===== src/rtl/nvm_cmd_port.sv =====
module nvm_cmd_port #(
  parameter int BYTE_W = 8,
  parameter int REG_W  = 32
) (
  input  logic                clk,
  input  logic                rst_n,
  input  logic                wr_en,
  input  logic [REG_W-1:0]    wr_data,
  output logic [REG_W-1:0]    rd_data,
  output logic                mem_req,
  output logic                mem_we,
  output logic [2*BYTE_W-1:0] mem_addr,
  output logic [BYTE_W-1:0]   mem_wdata,
  input  logic                mem_done,
  input  logic [BYTE_W-1:0]   mem_rdata,
  output logic                mbox_clr,
  output logic                a2h_fifo_clr,
  output logic                h2a_fifo_clr,
  output logic                addon_rst
);
  localparam int PAY_LO = 16;
  localparam logic [1:0] OP_LO = 2'b00, OP_HI = 2'b01, OP_WR = 2'b10, OP_RD = 2'b11;

  logic              busy, loop_q;
  logic [BYTE_W-1:0] lo_q, hi_q, byte_q;
  logic [BYTE_W-1:0] pay;
  logic [1:0]        op;
  logic              accept;

  assign pay    = wr_data[PAY_LO +: BYTE_W];
  assign op     = wr_data[30:29];
  assign accept = wr_en & wr_data[31] & ~busy;

  always_ff @(posedge clk or negedge rst_n) begin
    if (!rst_n) begin
      busy <= 1'b0; mem_req <= 1'b0; mem_we <= 1'b0;
      lo_q <= '0; hi_q <= '0; byte_q <= '0;
      loop_q <= 1'b0; addon_rst <= 1'b0;
      mbox_clr <= 1'b0; a2h_fifo_clr <= 1'b0; h2a_fifo_clr <= 1'b0;
    end else begin
      mbox_clr     <= wr_en & wr_data[27];
      a2h_fifo_clr <= wr_en & wr_data[26];
      h2a_fifo_clr <= wr_en & wr_data[25];
      if (wr_en) begin
        loop_q    <= wr_data[28];
        addon_rst <= wr_data[24];
      end
      if (accept) begin
        busy <= 1'b1;
        case (op)
          OP_LO: lo_q <= pay;
          OP_HI: hi_q <= pay;
          OP_WR: begin byte_q <= pay; mem_req <= 1'b1; mem_we <= 1'b1; end
          default: begin mem_req <= 1'b1; mem_we <= 1'b0; end
        endcase
      end else if (busy && !mem_req) begin
        busy <= 1'b0;
      end else if (mem_req && mem_done) begin
        mem_req <= 1'b0;
        busy    <= 1'b0;
        if (!mem_we) byte_q <= mem_rdata;
      end
    end
  end

  assign mem_addr  = {hi_q, lo_q};
  assign mem_wdata = byte_q;
  assign rd_data   = {busy, 2'b00, loop_q, 3'b000, addon_rst, byte_q, {PAY_LO{1'b0}}};

  assert_req_in_busy_R4: assert property (@(posedge clk) disable iff (!rst_n)
    mem_req |-> rd_data[31]);
  assert_addr_stable_R2: assert property (@(posedge clk) disable iff (!rst_n)
    (mem_req && $past(mem_req)) |-> $stable(mem_addr));
  assert_done_ends_R4: assert property (@(posedge clk) disable iff (!rst_n)
    (mem_req && mem_done) |=> (!mem_req && !rd_data[31]));
  assert_latch_short_R3: assert property (@(posedge clk) disable iff (!rst_n)
    (rd_data[31] && !mem_req) |=> !rd_data[31]);
  assert_busy_ignores_R6: assert property (@(posedge clk) disable iff (!rst_n)
    (rd_data[31] && !(mem_req && mem_done)) |=> $stable(mem_addr));
  assert_strobe_single_R8: assert property (@(posedge clk) disable iff (!rst_n)
    (mbox_clr && !(wr_en && wr_data[27])) |=> !mbox_clr);
  assert_rsvd_zero_R10: assert property (@(posedge clk) disable iff (!rst_n)
    (rd_data[30:29] == 2'b00 && rd_data[27:25] == 3'b000 && rd_data[15:0] == 16'h0));
endmodule


===== config.mk =====
export PLATFORM = sky130hd
export DESIGN_NAME = nvm_cmd_port
export DESIGN_NICKNAME = d
export VERILOG_FILES = /design/src/rtl/nvm_cmd_port.sv
export SDC_FILE = /design/constraint.sdc
export NUM_CORES = 1
export LEC_CHECK = 0
export CAP_MARGIN = 20
export CORE_MARGIN = 2
export CORE_UTILIZATION = 35
export DETAILED_ROUTE_END_ITERATION = 8
export PLACE_DENSITY = 0.84
export REMOVE_ABC_BUFFERS = 1
export SLEW_MARGIN = 40
export SYNTH_ARGS = -nofsm -noshare
export SYNTH_HDL_FRONTEND = slang
export SYNTH_SLANG_ARGS = --single-unit
export TNS_END_PERCENT = 50

===== constraint.sdc =====
create_clock -name clk -period 2.1 [get_ports clk]
set_input_delay 0.42 -clock clk [delete_from_list [all_inputs] [get_ports clk]]
set_output_delay 0.42 -clock clk [all_outputs]
set_load 0.05 [all_outputs]

==> After elaboration in Yosys (flattened, before gate mapping) <==
Cells that the tools add are included.
{ "classes": {"n_addsub": 0, "mul": 0, "div": 0, "order_cmp": 0, "eq_ne": 6, "shifts": 0, "n_mux": 12, "n_bitwise": 7, "reduce_logical": 12} }
{ "op_table": {"columns": ["op", "count"], "rows": [
  ["$mux 8", 5],
  ["$mux 1", 6],
  ["$reduce_and 2->1", 3],
  ["$and 1x1->1", 5],
  ["$ne 2x1->1 const B", 2],
  ["$ne 2x2->1 const B", 2],
  ["$reduce_and 4->1", 1],
  ["$reduce_and 3->1", 1],
  ["$reduce_bool 3->1", 1],
  ["$eq 2x1->1 const B", 1],
  ["$eq 2x2->1 const B", 1],
  ["$logic_and 1x1->1", 2],
  ["$logic_not 2->1", 1],
  ["$not 1->1", 2],
  ["$pmux 1 s2", 1],
  ["$reduce_bool 2->1", 1],
  ["$reduce_or 2->1", 1],
  ["$logic_not 1->1", 1]
]} }
{ "totals": {"reg_bits": 32, "latch_bits": 0, "ramBits": 0, "mem_bits_ro": 0, "output_inout_bits": 62, "n_memories": 0} }

==> Logic depth before layout (Yosys ltp) <==
{ "depth": {"depth_word": 4, "ltp_mapped": 4, "depth_no_buf": 3} }

==> Worst setup path before layout <==
Ideal clock, no wire load.
{ "synth_path": {"path_kind": "register -> register", "from": "reg busy", "to": "reg hi_q[0]", "setup_time_ns": 0.125, "t_arrival_ns": 1.376, "t_required_ns": 1.975, "slack_ns": 0.599, "path_stages_with_launch": 5, "n_path_buf": 1, "synth_period_minus_slack_ns": 1.501, "path_cell_list": "dfrtp_1 -> nand3b_4 -> or3b_1 -> buf_6 -> mux2_4"} }
{ "synth_via": {"elab_chain_len": 3} }
{ "synth_rtl": {"columns": ["element", "line", "source"], "rows": [
  ["from (decl)", "24", "logic busy, loop_q;"],
  ["from (signal assigned)", "36", "busy <= 1'b0; mem_req <= 1'b0; mem_we <= 1'b0;"],
  ["from (signal assigned)", "49", "busy <= 1'b1;"],
  ["from (signal assigned)", "57", "busy <= 1'b0;"],
  ["$not 1->1", "32", "assign accept = wr_en & wr_data[31] & ~busy;"],
  ["$and 1x1->1", "32", null],
  ["$reduce_and 2->1 (no source line)", null, null],
  ["to (signal assigned)", "52", "OP_HI: hi_q <= pay;"],
  ["to (decl)", "25", "logic [BYTE_W-1:0] lo_q, hi_q, byte_q;"]
]} }
No other way between the ends.
A chain may end at the register's enable or synchronous reset.

==> Worst setup path after layout <==
{ "layout_path": {"from": "reg byte_q[4], in the netlist mem_wdata[4]", "to": "out rd_data[20]"} }
{ "layout_lines": {"columns": ["element", "line", "source"], "rows": [
  ["from (decl)", "25", null],
  ["from (signal assigned)", "61", "if (!mem_we) byte_q <= mem_rdata;"],
  ["to (decl)", "9", "output logic [REG_W-1:0] rd_data,"]
]} }
No word-level cell between the ends.

==> metrics <==
worst path bufs/invs=1; Post-DRT Antenna Nets=0; clock buffer depth=2; first-pass GRT wire length=about 5600 um; layout cells sized above 1=0.261; I/O Pins=106; H-Tree Depth=2; Residual DRC=0; Diodes inserted=0; Hold Path Class=reg2reg; Post-synth top flop=dfrtp_1; Worst setup EP type=output pin; met1 Use GR=0.182; part of the power in registers=0.304; Reg-to-Reg End=mem_wdata[1]$_DFFE_PN0P_; Post-DP HPWL=2610 um; grt met3 use=0.0313; synthesis warning total=0; Post-CTS Hold Buffers=0; Power Internal=1560 uW; Storage cell area=about 800 sq um; Synth Cell Area=approximately 1600 sq um; Setup CP Type=reg2out; full die area=5000 sq um; Synth top area share=0.514; die height=70.7 um; Area Growth Syn to Fin=47.0%; EDFF count, synth=0; Hold EP=hi_q[2]$_DFFE_PN0P_; final max-slew violation count=0; synth unique cells=19; post-CTS sizing=0; achievable frequency=522 MHz; standard-cell rows=24; register area share after synthesis=0.514; global-route usage over all layers=0.147; global placement routability congestion=roughly 0.75; CP startpoint kind=flip-flop; Slew headroom=0.531; largest net degree at the start of global routing=33; leak pwr=roughly 0.0010 uW; grt ovf=0; Crit-path slowest cell=clkdlybuf4s50_1; number of DRC markers in iteration 0=70; critical path required time=between 1500 and 2000 ps; CTS buffer count=5; Initial Util=0.361; Sw Pwr=around 1300 uW; routed vias=about 1.1k; global route hottest layer=met2; drt via density=around 4.6; Net count, final=232; HP Start=hi_q[2]$_DFFE_PN0P_; worst r2r path cells=3; switch share=0.445; Crit path largest cell delay=820 ps; Logic pwr share=0.518; worst path cell trace=clkdlybuf4s50_1; post-CTS setup buffers=0; multi-input logic area=approximately 570 sq um; CTS clk-pin slew, worst paths=roughly 60 ps; Slew @ Worst Pin=around 700 ps; run status=finished, final reports clean; Final min period=around 1900 ps; Cell Pwr Density=approximately 1200 nW/um^2; flop2flop setup slack=around 510 ps; crit-path max FO=3; clock sink count=32; clk_lat worst skew=between 200 and 300 ps; I/O Buffers=between 60 and 70; max-cap violations=0; Hold Vio Cnt, Final=0; main area contributors after synthesis=dfrtp_1 (51%), buf_4 (15%), mux2_4 (7.7%), mux2_2 (7.2%), o221a_2 (5.8%); drt first pass iters=4; core footprint=4320 sq um; Setup-failing EPs final=0; worst r2r src=busy$_DFFE_PN0P_; unrepaired setup endpoints after global routing=false; Final Power=roughly 2800 uW; Worst Skew=a little over 2 ps; Async SR Flop Fraction=1.00; Cells after Synth=~120; DRT Wirelength=approximately 3400 um; post-layout util=0.530; drt wl/cell=about 14 um; VDD IR max=0.656 mV; GR Util met2=0.239; worst hold stages=1; vias in the first global route=between 1k and 1.5k; antenna violations before repair=0; period utilization=0.912; Setup TNS=0 ps; FILL cells=approximately 380; clk root buf=clkbuf_8; Synth area leader=dfrtp_1; flops & latches, synth=32; Avg Cell Area, Syn=between 10 and 15 sq um; Die X=between 70 and 80 um; CP delay by family, top=buffers and inverters; Post-synth top cells=buf_4 (32), dfrtp_1 (32), mux2_2 (10); Critical Path AT=roughly 1500 ps; Clock Power Share=0.179; CTS tree=done
flip-flops by register name (all words and copies together) (netlist names):
name	count
a2h_fifo_clr	1
addon_rst	1
busy	1
h2a_fifo_clr	1
hi_q	8
lo_q	8
loop_q	1
mbox_clr	1
mem_req	1
mem_wdata	8
mem_we	1
power groups by stage:
| stage | Sequential [uW] | Clock (uW) | Combinational [uW] |
|---|---|---|---|
| 2_1_floorplan | 1550 | 0 | 254 |
| 3_3_place_gp | 861 | 0 | 1450 |
| 3_5_place_dp | 866 | 0 | 1460 |
| 4_1_cts | 858 | 520 | 1470 |
| 5_1_grt | 877 | 546 | 1500 |
| 6_report | 856 | 503 | 1460 |
how the worst max path moves through the flow:
stage          depth (start not counted)                  endpoint  slack [ps]                startpoint
2_1_floorplan                          3       hi_q[0]$_DFFE_PN0P_         250          busy$_DFFE_PN0P_
3_3_place_gp                           4  mem_wdata[3]$_DFFE_PN0P_          50                     wr_en
3_5_place_dp                           4  mem_wdata[0]$_DFFE_PN0P_          -9                     wr_en
4_1_cts                                1               rd_data[31]         170          busy$_DFFE_PN0P_
5_1_grt                                1               rd_data[31]         130          busy$_DFFE_PN0P_
6_report                               1               rd_data[20]         190  mem_wdata[4]$_DFFE_PN0P_
cell families (layout without fill, tap and decap cells):
kind of cell | count (synthesis) | count (layout) | share of synthesized area
buffers and inverters | 35 | 85 | 0.166
AO/OA/AOI/OAI | 12 | 12 | 0.0762
other | 1 | 21 | 0.00241
AND/OR/NAND/NOR | 20 | 20 | 0.0923
flip-flops | 32 | 32 | 0.514
multiplexers | 18 | 18 | 0.149
metrics by stage:
| step | cell area, sq um | hold WS [ps] | std cells | setup WS (ps) |
|---|---|---|---|---|
| final | 2290 | 509 | 240 | 186 |
| after global placement | 2200 | 493 | 233 | 45.3 |
| after detailed placement | 2200 | 490 | 233 | -8.61 |
| after CTS | 2290 | 514 | 240 | 171 |
| after floorplan | 1380 | 124 | 103 | 246 |
| after global routing | 2290 | 531 | 240 | 129 |
cell type report:
cell class                      instances  share of cell area
Sequential cell                        32               0.349
Tap cell                               52              0.0284
Timing Repair Buffer                   78               0.330
Multi-Input combinational cell         71               0.251
Clock buffer                            7              0.0420
routing by layer:
layer  vias to the layer above  wire [um]
li1                        501          -
met1                       538       1470
met2                        46       1670
met3                         8        221
met4                         0         88
met5                         -          0
layout by cell type (no fill, tap or decap):
cell	count
conb_1	21
o221a_2	8
clkbuf_8	7
nand3b_4	1
and3b_1	1
o2bb2ai_1	1
mux2_4	8
nand4b_1	1
mux2_2	10
o21ai_0	2
or3b_1	1
and2_2	3
clkdlybuf4s50_1	68
nand2_1	4
or3_1	8
buf_4	10
nor3_2	1
dfrtp_1	32
a21bo_2	1
Power figures use the tool's default switching activity.
